$ cat config.mk
export PLATFORM = sky130hd
export DESIGN_NAME = bgen_top
export DESIGN_NICKNAME = d
export VERILOG_FILES = /design/src/rtl/bgen_pkg.sv /design/src/rtl/bgen_bus_regs.sv /design/src/rtl/bgen_rate_lut.sv /design/src/rtl/bgen_chan_div.sv /design/src/rtl/bgen_top.sv
export SDC_FILE = /design/constraint.sdc
export NUM_CORES = 1
export LEC_CHECK = 0
export ABC_AREA = 1
export BUFFER_PORTS_ARGS = -buffer_cell sky130_fd_sc_hd__buf_2
export CORE_ASPECT_RATIO = 0.7
export CORE_MARGIN = 5
export CORE_UTILIZATION = 35
export CTS_CLUSTER_SIZE = 28
export DETAILED_ROUTE_END_ITERATION = 10
export PLACE_DENSITY = 0.61
export SLEW_MARGIN = 20
export SYNTH_ARGS = -nofsm -noshare
export SYNTH_HDL_FRONTEND = slang
export SYNTH_SLANG_ARGS = --single-unit
$ cat constraint.sdc
create_clock -name clk_i -period 3.4 [get_ports clk_i]
set_input_delay 0.17 -clock clk_i [delete_from_list [all_inputs] [get_ports clk_i]]
set_output_delay 0.17 -clock clk_i [all_outputs]
set_load 0.05 [all_outputs]
$ cat src/rtl/bgen_pkg.sv
package bgen_pkg;

    localparam int unsigned REF_HZ    = 58_982_400;
    localparam int unsigned OVS       = 16;
    localparam int unsigned DIV_W     = 16;
    localparam int unsigned CSEL_W    = 4;
    localparam int unsigned PH_W      = $clog2(OVS);
    localparam int unsigned MIN_DIV   = 2;

    typedef logic [CSEL_W-1:0] csel_t;
    typedef logic [DIV_W-1:0]  div_t;

    typedef struct packed {
        logic a;   // x16 multiplier, also steers modem outputs
        logic b;   // x8 multiplier
    } tmode_t;

    function automatic int unsigned base_div(csel_t c);
        int unsigned d;
        case (c)
            4'd0:    d = REF_HZ / (OVS * 75);
            4'd1:    d = REF_HZ / (OVS * 110);
            4'd2:    d = REF_HZ / (OVS * 134);
            4'd3:    d = REF_HZ / (OVS * 150);
            4'd4:    d = REF_HZ / (OVS * 300);
            4'd5:    d = REF_HZ / (OVS * 600);
            4'd6:    d = REF_HZ / (OVS * 1050);
            4'd7:    d = REF_HZ / (OVS * 1200);
            4'd8:    d = REF_HZ / (OVS * 1800);
            4'd9:    d = REF_HZ / (OVS * 2000);
            4'd10:   d = REF_HZ / (OVS * 2400);
            4'd11:   d = REF_HZ / (OVS * 4800);
            4'd12:   d = REF_HZ / (OVS * 7200);
            4'd13:   d = REF_HZ / (OVS * 9600);
            4'd14:   d = REF_HZ / (OVS * 19200);
            default: d = REF_HZ / (OVS * 38400);
        endcase
        return d;
    endfunction

    function automatic div_t pick_div(csel_t c, tmode_t t);
        int unsigned d;
        int unsigned sh;
        if (t.a && t.b)  sh = 7;
        else if (t.a)    sh = 4;
        else if (t.b)    sh = 3;
        else             sh = 0;
        d = base_div(c) >> sh;
        if (d < MIN_DIV) d = MIN_DIV;
        return DIV_W'(d);
    endfunction

endpackage

$ cat src/rtl/bgen_bus_regs.sv
module bgen_bus_regs
    import bgen_pkg::*;
#(
    parameter int unsigned NUM_CH      = 2,
    parameter int unsigned ADDR_W      = 4,
    parameter int unsigned DATA_W      = 8,
    parameter int unsigned OUTCTL_ADDR = 8,
    parameter int unsigned TEST_A_ADDR = 14,
    parameter int unsigned TEST_B_ADDR = 15
) (
    input  logic                    clk_i,
    input  logic                    rst_i,
    input  logic                    sel_i,
    input  logic                    wr_i,
    input  logic [ADDR_W-1:0]       addr_i,
    input  logic [DATA_W-1:0]       wdata_i,
    output logic [DATA_W-1:0]       rdata_o,
    output csel_t [NUM_CH-1:0]      csel_o,
    output logic [NUM_CH-1:0]       lvl_o,
    output tmode_t                  tmode_o
);

    logic rd_now;
    logic rd_q;
    logic rd_lead;
    logic wr_now;
    logic unused_wdata;

    assign rd_now       = sel_i && !wr_i;
    assign wr_now       = sel_i && wr_i;
    assign rd_lead      = rd_now && !rd_q;
    assign unused_wdata = ^wdata_i;

    always_ff @(posedge clk_i) begin
        if (rst_i) rd_q <= 1'b0;
        else       rd_q <= rd_now;
    end

    // concealed multiplier bits: flip on the rising edge of a read strobe
    always_ff @(posedge clk_i) begin
        if (rst_i) begin
            tmode_o <= '0;
        end else if (rd_lead) begin
            if (addr_i == ADDR_W'(TEST_A_ADDR)) tmode_o.a <= !tmode_o.a;
            if (addr_i == ADDR_W'(TEST_B_ADDR)) tmode_o.b <= !tmode_o.b;
        end
    end

    for (genvar g = 0; g < NUM_CH; g++) begin : g_csel
        always_ff @(posedge clk_i) begin
            if (rst_i)
                csel_o[g] <= '0;
            else if (wr_now && addr_i == ADDR_W'(g))
                csel_o[g] <= wdata_i[CSEL_W-1:0];
        end
    end

    always_ff @(posedge clk_i) begin
        if (rst_i)
            lvl_o <= '0;
        else if (wr_now && addr_i == ADDR_W'(OUTCTL_ADDR))
            lvl_o <= wdata_i[NUM_CH-1:0];
    end

    always_comb begin
        rdata_o = '0;
        if (rd_now) begin
            for (int i = 0; i < NUM_CH; i++) begin
                if (addr_i == ADDR_W'(i)) rdata_o[CSEL_W-1:0] = csel_o[i];
            end
            if (addr_i == ADDR_W'(OUTCTL_ADDR)) rdata_o[NUM_CH-1:0] = lvl_o;
        end
    end

endmodule

$ cat src/rtl/bgen_rate_lut.sv
module bgen_rate_lut
    import bgen_pkg::*;
(
    input  logic   clk_i,
    input  logic   rst_i,
    input  csel_t  csel_i,
    input  tmode_t tmode_i,
    output div_t   div_o
);

    always_ff @(posedge clk_i) begin
        if (rst_i) div_o <= pick_div('0, '0);
        else       div_o <= pick_div(csel_i, tmode_i);
    end

endmodule

$ cat src/rtl/bgen_chan_div.sv
module bgen_chan_div
    import bgen_pkg::*;
(
    input  logic clk_i,
    input  logic rst_i,
    input  div_t div_i,
    output logic en_o,
    output logic txclk_o
);

    div_t            cnt;
    div_t            div_prev;
    logic [PH_W-1:0] ph;
    logic            chg;

    assign chg     = (div_i != div_prev);
    assign en_o    = (cnt == '0) && !chg;
    assign txclk_o = ph[PH_W-1];

    always_ff @(posedge clk_i) begin
        if (rst_i) begin
            cnt      <= '0;
            div_prev <= '0;
            ph       <= '0;
        end else begin
            div_prev <= div_i;
            if (chg || cnt == '0) cnt <= div_i - 1'b1;
            else                  cnt <= cnt - 1'b1;
            if (en_o) ph <= ph + 1'b1;
        end
    end

endmodule

$ cat src/rtl/bgen_top.sv
module bgen_top
    import bgen_pkg::*;
#(
    parameter int unsigned NUM_CH      = 2,
    parameter int unsigned ADDR_W      = 4,
    parameter int unsigned DATA_W      = 8,
    parameter int unsigned OUTCTL_ADDR = 8,
    parameter int unsigned TEST_A_ADDR = 14,
    parameter int unsigned TEST_B_ADDR = 15
) (
    input  logic              clk_i,
    input  logic              rst_i,
    input  logic              bus_sel_i,
    input  logic              bus_wr_i,
    input  logic [ADDR_W-1:0] bus_addr_i,
    input  logic [DATA_W-1:0] bus_wdata_i,
    output logic [DATA_W-1:0] bus_rdata_o,
    output logic [NUM_CH-1:0] samp_en_o,
    output logic [NUM_CH-1:0] rts_o
);

    csel_t [NUM_CH-1:0] csel;
    div_t  [NUM_CH-1:0] div;
    logic  [NUM_CH-1:0] lvl;
    logic  [NUM_CH-1:0] txclk;
    tmode_t             tmode;

    bgen_bus_regs #(
        .NUM_CH(NUM_CH), .ADDR_W(ADDR_W), .DATA_W(DATA_W),
        .OUTCTL_ADDR(OUTCTL_ADDR), .TEST_A_ADDR(TEST_A_ADDR), .TEST_B_ADDR(TEST_B_ADDR)
    ) u_regs (
        .clk_i(clk_i), .rst_i(rst_i), .sel_i(bus_sel_i), .wr_i(bus_wr_i),
        .addr_i(bus_addr_i), .wdata_i(bus_wdata_i), .rdata_o(bus_rdata_o),
        .csel_o(csel), .lvl_o(lvl), .tmode_o(tmode)
    );

    for (genvar g = 0; g < NUM_CH; g++) begin : g_ch
        bgen_rate_lut u_lut (
            .clk_i(clk_i), .rst_i(rst_i), .csel_i(csel[g]),
            .tmode_i(tmode), .div_o(div[g])
        );
        bgen_chan_div u_div (
            .clk_i(clk_i), .rst_i(rst_i), .div_i(div[g]),
            .en_o(samp_en_o[g]), .txclk_o(txclk[g])
        );
        assign rts_o[g] = tmode.a ? txclk[g] : lvl[g];
    end

endmodule

=== Word-level counts from Yosys, hierarchy flattened ===
Memory sizes are Yosys's and may differ from the RTL's. A register that Yosys moved wholly into a read port is not among the register bits.
Cells that the tools add are included.

* Register bits after elaboration: 117
* ROM bits: 512
* Input port bits: 16
* Output and inout port bits: 12
* Word-level logic and storage cells: 78
* Memories kept: 2

* $add $sub $neg: 6
* Magnitude comparators: 2
* Equality and inequality tests: 6
* Shift operators: 2
* Multiplexer cells: 20
* Reductions and logical operators: 24

{| class="wikitable"
|+ Memory list
! memory !! depth !! bits a word !! read ports !! clocked after Yosys merged registers in !! write ports !! RTL line !! text
|-
| (name not given) || 16 || 16 || 1 || 1 || 0 || bgen_pkg.sv:20 || <nowiki>case (c)</nowiki>
|-
| (name not given) || 16 || 16 || 1 || 1 || 0 || bgen_pkg.sv:20 ||
|}

{| class="wikitable"
|+ Operators by type and width
! kind !! number
|-
| 32-bit two-way mux || 5
|-
| 32-bit by 2-bit < comparator with 1-bit output, second input constant || 2
|-
| 16-bit two-way mux || 4
|-
| 32-bit by 32-bit >> shifter with 32-bit output || 2
|-
| 16-bit by 1-bit subtractor with 16-bit output, second input constant || 4
|-
| 16-bit logical NOT || 2
|-
| 16-bit != test || 2
|-
| 4-bit two-way mux || 7
|-
| 4-bit == test, second input constant || 3
|-
| 1-bit logical AND || 9
|-
| 4-bit by 1-bit adder with 4-bit output, second input constant || 2
|-
| 1-bit logical NOT || 6
|-
| 4-bit by 1-bit == test with 1-bit output, second input constant || 1
|-
| 4-bit logical NOT || 1
|-
| 2-bit two-way mux || 2
|-
| 2-bit AND reduction || 2
|-
| 2-bit OR reduction || 2
|-
| 1-bit logical OR || 2
|-
| 1-bit two-way mux || 2
|}

=== Depth between registers and ports, before layout ===
Gate-level depths: netlist of the first run.

* Word-level depth: 7
* Depth in mapped cells: 19
* Mapped depth without buffers: 18

=== By module ===
From an unflattened synthesis of the first run, not the netlist that was laid out.

* Cell total of the unflattened synthesis: 1210
* Area, all modules: 7518.5 sq um

{| class="wikitable"
|+ Modules (own cells, without submodules)
! module !! instances !! cells an instance !! area each (sq um) !! seq. area each (sq um)
|-
| bgen_chan_div at g_ch[0].u_div || 1 || 375 || 2273.4 || 720.7
|-
| bgen_rate_lut || 2 || 177 || 1118.6 || 320.3
|-
| bgen_chan_div at g_ch[1].u_div || 1 || 352 || 2203.4 || 720.7
|-
| bgen_bus_regs || 1 || 122 || 778.2 || 260.2
|-
| bgen_top || 1 || 7 || 26.3 || 0.0
|}

=== Worst setup path before layout of the first run ===
OpenSTA, ideal clock, no wires.

* Kind: input to output
* From: input port bus_addr_i[3]
* To: output port bus_rdata_o[0]
* Data arrival time: 1.970 ns
* Required time: 3.230 ns
* Path slack: 1.260 ns
* Stages: 4
* Path buffers: 0
* Cells stage by stage: inv_1 -> nor4_1 -> a221oi_1 -> a211oi_1

* Longest elaborated chain between the ends: 5
* Elaborated cells on any way between the ends: 7
* Classes of those cells: eq/ne (2); mux (4); reduce/logical (1)

{| class="wikitable"
|+ Ends and longest elaborated chain
! what !! RTL line !! text
|-
| start, declared || bgen_top.sv:15 || <nowiki>input logic [ADDR_W-1:0] bus_addr_i,</nowiki>
|-
| 4-bit logical NOT || bgen_bus_regs.sv:69 || <nowiki>if (addr_i == ADDR_W'(i)) rdata_o[CSEL_W-1:0] = csel_o[i];</nowiki>
|-
| 4-bit two-way mux (2 in series) || bgen_bus_regs.sv:69 ||
|-
| 2-bit two-way mux * || bgen_bus_regs.sv:71 || <nowiki>if (addr_i == ADDR_W'(OUTCTL_ADDR)) rdata_o[NUM_CH-1:0] = lvl_o;</nowiki>
|-
| 4-bit two-way mux * || bgen_bus_regs.sv:67 || <nowiki>if (rd_now) begin</nowiki>
|-
| end, declared || bgen_top.sv:17 || <nowiki>output logic [DATA_W-1:0] bus_rdata_o,</nowiki>
|}

Mark *: on every way between the ends. The rest lies on a longest branch, timed or not.

=== Worst setup path in the final report of the first run ===
* From: register g_ch[0].u_lut.div_o[8]
* To: register g_ch[0].u_div.cnt[12]

* Longest elaborated chain between the ends: 3
* Elaborated cells on any way between the ends: 4
* Classes of those cells: add/sub (1); eq/ne (1); mux (1); reduce/logical (1)

{| class="wikitable"
|+ Ends and longest elaborated chain
! what !! RTL line !! text
|-
| start, declared || bgen_rate_lut.sv:8 || <nowiki>output div_t div_o</nowiki>
|-
| start signal, assigned || bgen_rate_lut.sv:12 || <nowiki>if (rst_i) div_o <= pick_div('0, '0);</nowiki>
|-
| start signal, assigned || bgen_rate_lut.sv:13 || <nowiki>else div_o <= pick_div(csel_i, tmode_i);</nowiki>
|-
| parallel branches: the longest is 2 deep, another holds 16-bit by 1-bit subtractor with 16-bit output || - ||
|-
| 16-bit two-way mux * || bgen_chan_div.sv:27 || <nowiki>if (chg || cnt == '0) cnt <= div_i - 1'b1;</nowiki>
|-
| end signal, assigned || bgen_chan_div.sv:27 ||
|-
| end signal, assigned || bgen_chan_div.sv:28 || <nowiki>else cnt <= cnt - 1'b1;</nowiki>
|-
| end, declared || bgen_chan_div.sv:11 || <nowiki>div_t cnt;</nowiki>
|}

Mark *: on every way between the ends.
A chain may end at the register's enable or synchronous reset.

==> flow_summary.toml, run 1 <==
[status]
status = "finished clean"

[clock_tree]
cts_setup_buffers = 0
clk_latency_ns = 0.43
clk_path_buf_depth = 2
cts_hold_buf = 0
cts_root_buf = "clkbuf_16"
path_clk_slew_ns = 0.06
h-tree-depth = 4
cts_buffers = 17
cts_sinks = 147
cts-resized-gates = 0
cts_tree = "yes"

[logic_synthesis]
synth.cell_area_mm2 = 0.00739
synth_top_flop_cell = "dfxtp_1"
synthMuxAreaShare = 0.00407
ys_seq_area_frac = 0.398
synth-simple-area-share = 0.353
synth_compound_area_frac = 0.0961
synth-async-reset-ratio = 0
synth-edff-count = 0
synth-xor-area-share = 0.0202
synthCells = 1108
yosysWarnings = 0
synth_adder_area_share = 0.0271
synth-seq-cells = 147
synth_top_family_by_area = "simple AND/OR/NAND/NOR gates"
syn_avg_cell_area_um2 = 6.67
synth_cell_types = 39

[sta]
slew_headroom = 0.543
worst_clock_skew_ns = 0.00973
period_share = 0.809
report.final.setup_viol = 0
fin_setup_tns_ns = 0
rsz0062_at_grt = "false"
slew_viol_final = 0
period_needed_ns = 2.75
fmaxAchievable_mhz = 364
final_hold_viol_count = 0
tightest_slew_ns = 0.685

[global_route]
grt.overflow.total = 0
grt.total_usage = 0.148
antenna_found_initial = 0
grt_pass1_vias = 6087
grt_pass1_wl_um = 29800
grt_max_degree = 58

[power]
power_switching_mw = 1.40
ir_drop_mv = 0.298
combPwrFrac = 0.188
pwr_density_cell_mw_per_mm2 = 568
p_sw_frac = 0.297
power_leakage_nw = 3.95
seq_power_share = 0.405
power.internal_mw = 3.32
p_clk_frac = 0.407

[die]
die_area_mm2 = 0.0242
initial_utilization = 0.356
die_y_um = 132
die_x_um = 184
rows = 44
io_pins = 28
core-area_mm2 = 0.0208

[min_path]
min_path_type = "primary input to register"

[place]
io_buffer_count = 19
dp_cells = 1375
gp_congestion = 0.880
hpwl_um = 12500

[routing]
wl_met3_um = 1140
dr.max_layer_used = "met4"
ant_nets = 0
firstDrtPassIters = 5
drc_errors = 0
drt-initial-drc-count = 543
drt-total-wl_um = 17300
vias = 6637
vias_per_cell = 4.72
met2WireLength_um = 6420
wl_per_cell_um = 12.3
m1WireLength_um = 9480

[cells_and_area]
area_growth_syn_to_layout_pct = 12.4
antenna_cells = 0
drive_gt1_frac = 0.0831
fin_cells = 1407
finalNetCount = 1150

[critical_path]
worst_setup_path_end_kind = "register"
crit_fanout = 28
r2r_slack_ns = 0.65
cp.required_ns = 3.69
path_class = "register to register"
arrival_ns = 3.04
start_kind = "register"

[job]
maxCapViolCount = 0
power by group through the flow:
stage               clock network (mW)  registers [mW]  logic, mW
floorplan                            0            1.92      0.698
global placement                     0            1.94      0.864
detailed placement                   0            1.94      0.867
CTS                               1.96            1.91      0.873
global route                      2.05            1.92       1.01
finish                            1.92            1.91      0.886
placed cells by master, fill, tap and decap left out, drive strengths merged, types with 2 or more instances in the layout:
| cell type | n |
|---|---|
| nand2 | 304 |
| nor2 | 206 |
| dfxtp | 147 |
| inv | 138 |
| o21ai | 74 |
| nand4 | 50 |
| nand3 | 41 |
| a21oi | 36 |
| buf | 30 |
| clkbuf | 22 |
| xor2 | 17 |
| ha | 16 |
| nor3 | 6 |
| clkinv | 5 |
| o221ai | 4 |
| nor4 | 4 |
| a31oi | 4 |
| conb | 4 |
| mux2i | 3 |
| bufinv | 3 |
| a32o | 2 |
| o31ai | 2 |
| a221oi | 2 |
| a211oi | 2 |
| o21a | 2 |
| o22ai | 2 |
metal layers:
layer | vias to the layer above | global-route usage
met1 | 2884 | 0.235
met5 | - | 0
met4 | 0 | 0.0380
li1 | 3525 | -
met2 | 207 | 0.199
met3 | 21 | 0.0320
per-stage QoR:
step	instance area (um^2)	setup WS (ns)	utilization	hold slack [ns]	power (mW)
finish	8300	0.651	0.400	0.0451	4.72
CTS	8300	0.652	0.400	0.0213	4.74
detailed placement	7690	0.664	0.371	0.454	2.81
floorplan	7400	1.26	-	0.316	2.62
global route	8300	0.308	0.400	0.0380	4.98
global placement	7690	0.688	0.371	0.452	2.81
synthesized netlist by cell type (3+ instances only):
library cell / count / share of area
nand2_1: 300 / 0.15
nor2_1: 192 / 0.098
dfxtp_1: 147 / 0.40
inv_1: 123 / 0.063
o21ai_0: 61 / 0.041
nand4_1: 50 / 0.042
nand3_1: 39 / 0.026
a21oi_1: 36 / 0.024
xor2_1: 17 / 0.020
buf_2: 16 / 0.011
ha_1: 16 / 0.027
clkbuf_1: 13 / 0.0066
inv_2: 13 / 0.0066
o21ai_1: 12 / 0.0081
nor2_2: 10 / 0.0085
buf_4: 8 / 0.0081
nor3_1: 6 / 0.0041
a31oi_1: 4 / 0.0034
nand2_2: 4 / 0.0034
nor2_4: 4 / 0.0061
nor4_1: 4 / 0.0034
o221ai_1: 4 / 0.0047
buf_6: 3 / 0.0046
mux2i_1: 3 / 0.0041
cells by family (layout without fill, tap and decap cells):
kind of cell               after synthesis  count (layout)
xor gates and xnor gates                17              17
DFF                                    147             147
AOI/OAI and AO/OA                      130             130
muxes                                    3               3
and+or+nand+nor                        615             615
buffers and inverters                  179             199
other                                    1               4
adders and majority gates               16              16
worst max-delay path: stages, from the launching register on:
cell	delay, ns
dfxtp_1	0.43
inv_1	0.10
nand2_1	0.07
nand2_1	0.05
nor2_1	0.19
nand2_1	0.14
nor2_4	0.24
nand3_4	0.30
nand2_1	0.18
nand2_1	0.16
nor2_1	0.46
nand4_1	0.16
nand2_1	0.09
nor2_1	0.03
area by class of cell:
cell class / instances / area [um^2]
fillers: 2184 / 12500
multi-input cells: 785 / 3710
flip-flops and latches: 147 / 2940
inverters: 137 / 514
clock buffers: 22 / 464
well taps: 276 / 345
repair buffers: 30 / 178
clock inverters: 10 / 146
worst paths after layout:
| path | startpoint | end | cells past startpoint |
|---|---|---|---|
| max | g_ch[0].u_lut.div_o[8]$_SDFF_PP0_ | g_ch[0].u_div.cnt[12]$_SDFF_PP0_ | 13 |
| min | bus_wdata_i[0] | u_regs.csel_o[4]$_SDFFE_PP0P_ | 3 |
| max reg2reg | g_ch[0].u_lut.div_o[8]$_SDFF_PP0_ | g_ch[0].u_div.cnt[12]$_SDFF_PP0_ | 13 |
| min reg2reg | g_ch[1].u_lut.div_o[7]$_SDFF_PP0_ | g_ch[1].u_div.div_prev[7]$_SDFF_PP0_ | 2 |
Power figures use the tool's default switching activity.
==> inputs of run 2 (changes only) <==
Clock period 3.4 ns to 2.87 ns, I/O delays scaled along.
==> run 2 against run 1 <==
  * Maximum frequency is 10% higher
  * Flip-flop and latch count unchanged
  * Clock power is 6% higher
  * Hold slack worse by 0.017 ns
  * Non-clock buffer count is 3 higher
  * Utilization fell by 0.19 points
  * Clock skew down 0.0015 ns
  * Sequential share of layout area is 0.17 points higher
  * Die area did not move
  * Sequential power grew 19%
  * Clock-buffer cell count fell by 2
==> flow_summary.toml, run 2 (synthesis results as in run 1) <==
[die]
core-area_mm2 = 0.0208
initial_utilization = 0.356
io_pins = 28
rows = 44
die_area_mm2 = 0.0242
die_y_um = 132
die_x_um = 184

[cells_and_area]
finalNetCount = 1153
antenna_cells = 0
area_growth_syn_to_layout_pct = 11.8
fin_cells = 1409
fin_area_mm2 = 0.00826
most-common-layout-cells = "300 x nand2_1, 192 x nor2_1, 147 x dfxtp_1"
layout_commonest_cell = "nand2_1"
drive_gt1_frac = 0.0865

[sta]
slew_viol_final = 0
slew_headroom = 0.501
fin_setup_tns_ns = 0
tightest_slew_ns = 0.741
worst_clock_skew_ns = 0.00818
period_share = 0.871
final_hold_viol_count = 0
rsz0062_at_grt = "false"
period_needed_ns = 2.50
fmaxAchievable_mhz = 400
report.final.setup_viol = 0
whs_ns = 0.0285

[power]
total_power_mw = 5.33
ir_drop_mv = 0.386
pwr_density_cell_mw_per_mm2 = 645
power_leakage_nw = 3.95

[place]
dp_cells = 1377
io_buffer_count = 19
postPlaceCellArea_mm2 = 0.00770
gp_congestion = 0.903
hpwl_um = 12600

[critical_path]
path_class = "register to register"
crit_family = "simple AND/OR/NAND/NOR gates"
worst_setup_path_end_kind = "register"
r2r-start = "g_ch[0].u_lut.div_o[8]$_SDFF_PP0_"
cp_cell_sequence = "inv_1 -> nand2_1 -> nand2_1 -> nor2_1 -> nand2_1 -> nor2_4 -> nand3_4 -> nand2_1 -> nand2_1 -> ha_1 -> nand2_1 -> nor2_1 -> nand3_1 -> nand2_1 -> nand2_1 -> nor2_1"
cp.required_ns = 3.16
path_common_cell = "nand2_1"
crit_fanout = 28
arrival_ns = 2.79
startpoint = "g_ch[0].u_lut.div_o[8]$_SDFF_PP0_"
path_buf_inv = 1
start_kind = "register"
cp_slowest_cell = "dfxtp_1"
slowest_delay_ns = 0.37

[routing]
ant_nets = 0
firstDrtPassIters = 5
vias_per_cell = 4.66
drt-total-wl_um = 17000
drc_errors = 0
vias = 6572
wl_per_cell_um = 12.1
drt-initial-drc-count = 484

[min_path]
min_path_type = "primary input to register"
hp-start = "bus_wdata_i[0]"

[clock_tree]
clk_path_buf_depth = 2
cts-resized-gates = 0
cts_root_buf = "clkbuf_16"
clk_latency_ns = 0.42
h-tree-depth = 4
cts_tree = "yes"
cts_sinks = 147
path_clk_slew_ns = 0.06
cts_buffers = 17

[job]
maxCapViolCount = 0

[global_route]
grt_pass1_vias = 5860
grt.total_usage = 0.144
antenna_found_initial = 0
grt.overflow.total = 0
grt_max_degree = 58
grt_pass1_wl_um = 28800

[status]
status = "finished clean"
[run 2: cell types whose count changed in the layout (fill, tap and decap cells not counted), moves of 2 or more]
cell       delta
clkinv_2      +4
bufinv_16     -3
clkbuf_1      -3
buf_4         +2
[run 2: worst paths after layout]
kind	to	slack, ns	depth (start not counted)
setup reg to reg	g_ch[0].u_div.cnt[12]$_SDFF_PP0_	0.37	16
hold reg to reg	g_ch[0].u_div.div_prev[13]$_SDFF_PP0_	0.46	2
setup / recovery	g_ch[0].u_div.cnt[12]$_SDFF_PP0_	0.37	16
hold / removal	u_regs.csel_o[0]$_SDFFE_PP0P_	0.03	3
[run 2: timing repair]
| item | 4_1_cts | 5_1_grt |
|---|---|---|
| hold endpoints to repair | 1 | 0 |
| hold buffers | 1 | 0 |
| setup buffers | 0 | 0 |
[run 2: cell type report]
cell class                 count  area (um^2)
inverter                     137          514
tap                          276          345
multi-input combinational    785         3710
clock buffer                  20          467
fill                        2159        12500
timing repair buffer          33          203
sequential                   147         2940
clock inverter                11         78.8
[run 2: layer usage]
| layer | GRT usage | routed length (um) |
|---|---|---|
| met1 | 0.232 | 9670 |
| met2 | 0.187 | 6310 |
| met3 | 0.0367 | 849 |
| met4 | 0.0343 | 158 |
| met5 | 0 | 0 |
[run 2: worst register-to-register path, cell delays in order, from the launching register on]
cell and delay, ns:
dfxtp_1 0.37, inv_1 0.08, nand2_1 0.06, nand2_1 0.05
nor2_1 0.09, nand2_1 0.10, nor2_4 0.32, nand3_4 0.30
nand2_1 0.18, nand2_1 0.10, ha_1 0.22, nand2_1 0.12
nor2_1 0.13, nand3_1 0.11, nand2_1 0.05, nand2_1 0.05
nor2_1 0.03
[run 2: through the flow]
step            util  setup slack (ns)
2_1_floorplan      -             0.776
3_3_place_gp   0.371             0.350
3_5_place_dp   0.371             0.378
4_1_cts        0.398             0.371
5_1_grt        0.398            0.0109
6_report       0.398             0.371
[run 2: power by group]
group          internal [mW]  leakage (nW)  switching [mW]  total [mW]
clock network           1.17         0.274           0.856        2.03
registers               2.18          1.20          0.0851        2.27
logic                  0.328          2.47           0.703        1.03
total                   3.68          3.95            1.64        5.33
==> inputs of run 3 (changes only) <==
Settings changed: RECOVER_POWER from default to 50.
==> run 3 against run 2 <==
  * Clock power is essentially flat
  * Wire length shrank 0.12%
  * Hold slack gained 0.0016 ns
  * First-iteration DRC count grew 1.2%
  * Clock skew is essentially flat
  * Sequential share of layout area grew 0.059 points
  * Maximum frequency shrank 0.95%
  * Non-clock buffer count is the same
  * Via count is essentially flat
  * Clock-buffer cell count is the same
  * Critical path type unchanged
==> flow_summary.toml, run 3 (synthesis results as in run 1) <==
[clock_tree]
cts_setup_buffers = 0
cts_root_buf = "clkbuf_16"
cts_hold_buf = 1
cts-resized-gates = 0
clk_path_buf_depth = 2
cts_buffers = 17
cts_tree = "yes"
cts_sinks = 147
clk_latency_ns = 0.42
path_clk_slew_ns = 0.06
h-tree-depth = 4

[cells_and_area]
final_util = 0.397
most-common-layout-cells = "300 x nand2_1, 192 x nor2_1, 147 x dfxtp_1"
multiInputGateArea_mm2 = 0.00371
fin_cells = 1409
finalNetCount = 1153
layout_commonest_cell = "nand2_1"
regArea_mm2 = 0.00294
antenna_cells = 0
drive_gt1_frac = 0.0786
fin_area_mm2 = 0.00825
area_growth_syn_to_layout_pct = 11.7
fillers = 2167

[sta]
period_share = 0.879
slew_viol_final = 0
fmaxAchievable_mhz = 396
worst_clock_skew_ns = 0.00843
worst_slack_ns = 0.347
whs_ns = 0.0302
final_hold_viol_count = 0
slew_headroom = 0.116
period_needed_ns = 2.52
fin_setup_tns_ns = 0
rsz0062_at_grt = "false"
tightest_slew_ns = 1.33
report.final.setup_viol = 0

[place]
dp_worst_setup_slack_ns = 0.378
postPlaceCellArea_mm2 = 0.00770
io_buffer_count = 19
hpwl_um = 12600
gp_congestion = 0.903
dp_cells = 1377

[global_route]
grt.overflow.total = 0
grt_util_met2 = 0.187
met1_usage = 0.232
grt-busiest-layer = "met1"
grt_pass1_wl_um = 28800
antenna_found_initial = 0
grt_pass1_vias = 5860
grt.total_usage = 0.144
grt_max_degree = 58
met3_usage = 0.0367

[power]
total_power_mw = 5.32
p_sw_frac = 0.308
ir_drop_mv = 0.386
power_switching_mw = 1.64
combPwrFrac = 0.194
power.internal_mw = 3.68
p_clk_frac = 0.381
pwr_density_cell_mw_per_mm2 = 645
power_leakage_nw = 3.91
seq_power_share = 0.426

[routing]
firstDrtPassIters = 5
ant_nets = 0
wl_per_cell_um = 12.0
drt-total-wl_um = 17000
drt-initial-drc-count = 490
vias_per_cell = 4.67
drc_errors = 0
vias = 6578

[critical_path]
reg2reg_depth = 16
startpoint = "g_ch[0].u_lut.div_o[8]$_SDFF_PP0_"
r2r_slack_ns = 0.35
path_class = "register to register"
start_kind = "register"
worst_setup_path_end_kind = "register"
cp.required_ns = 3.13
arrival_ns = 2.79
crit_fanout = 28
rr_endpoint = "g_ch[0].u_div.cnt[12]$_SDFF_PP0_"
r2r-start = "g_ch[0].u_lut.div_o[8]$_SDFF_PP0_"

[die]
die_y_um = 132
rows = 44
io_pins = 28
initial_utilization = 0.356
core-area_mm2 = 0.0208
die_area_mm2 = 0.0242
die_x_um = 184

[job]
maxCapViolCount = 0

[min_path]
min_path_cells = 3
hp-start = "bus_wdata_i[0]"
min_path_type = "primary input to register"
min_to = "u_regs.csel_o[0]$_SDFFE_PP0P_"

[status]
status = "finished clean"
## run 3: cell types whose count changed in the layout (fill, tap and decap cells not counted), sizes merged
| cell | delta |
|---|---|
| clkbuf | +10 |
| buf | -10 |
## run 3: power groups by stage
stage / Clock [mW] / Combinational (mW) / Sequential [mW]
5_1_grt: 2.18 / 1.19 / 2.28
3_3_place_gp: 0 / 1.02 / 2.31
2_1_floorplan: 0 / 0.826 / 2.28
3_5_place_dp: 0 / 1.02 / 2.30
6_report: 2.03 / 1.03 / 2.27
4_1_cts: 2.09 / 1.02 / 2.26
## run 3: final cells by class
| cell class | count | share of cell area |
|---|---|---|
| Tap cell | 276 | 0.0419 |
| Inverter | 137 | 0.0624 |
| Clock buffer | 20 | 0.0566 |
| Timing Repair Buffer | 33 | 0.0229 |
| Clock inverter | 11 | 0.00956 |
| Sequential cell | 147 | 0.357 |
| Multi-Input combinational cell | 785 | 0.450 |
## run 3: worst max path at each step
stage	depth (start not counted)	end	slack (ns)
4_1_cts	16	g_ch[0].u_div.cnt[12]$_SDFF_PP0_	0.37
5_1_grt	16	g_ch[0].u_div.cnt[13]$_SDFF_PP0_	0.01
3_5_place_dp	16	g_ch[0].u_div.cnt[12]$_SDFF_PP0_	0.38
3_3_place_gp	13	g_ch[0].u_div.cnt[12]$_SDFF_PP0_	0.35
2_1_floorplan	15	g_ch[1].u_div.cnt[6]$_SDFF_PP0_	0.78
6_report	16	g_ch[0].u_div.cnt[12]$_SDFF_PP0_	0.35
## run 3: critical path, stage by stage, from the launching register on
cell     delay, ns
dfxtp_1       0.37
inv_1         0.08
nand2_1       0.06
nand2_1       0.05
nor2_1        0.09
nand2_1       0.10
nor2_4        0.32
nand3_4       0.30
nand2_1       0.18
nand2_1       0.10
ha_1          0.22
nand2_1       0.12
nor2_1        0.13
nand3_1       0.11
nand2_1       0.05
nand2_1       0.05
nor2_1        0.03
## run 3: routing by layer
layer  wire [um]  part of all wire
met3         867             0.051
met2        6280              0.37
met5           0                 0
met1        9660              0.57
met4         158            0.0093
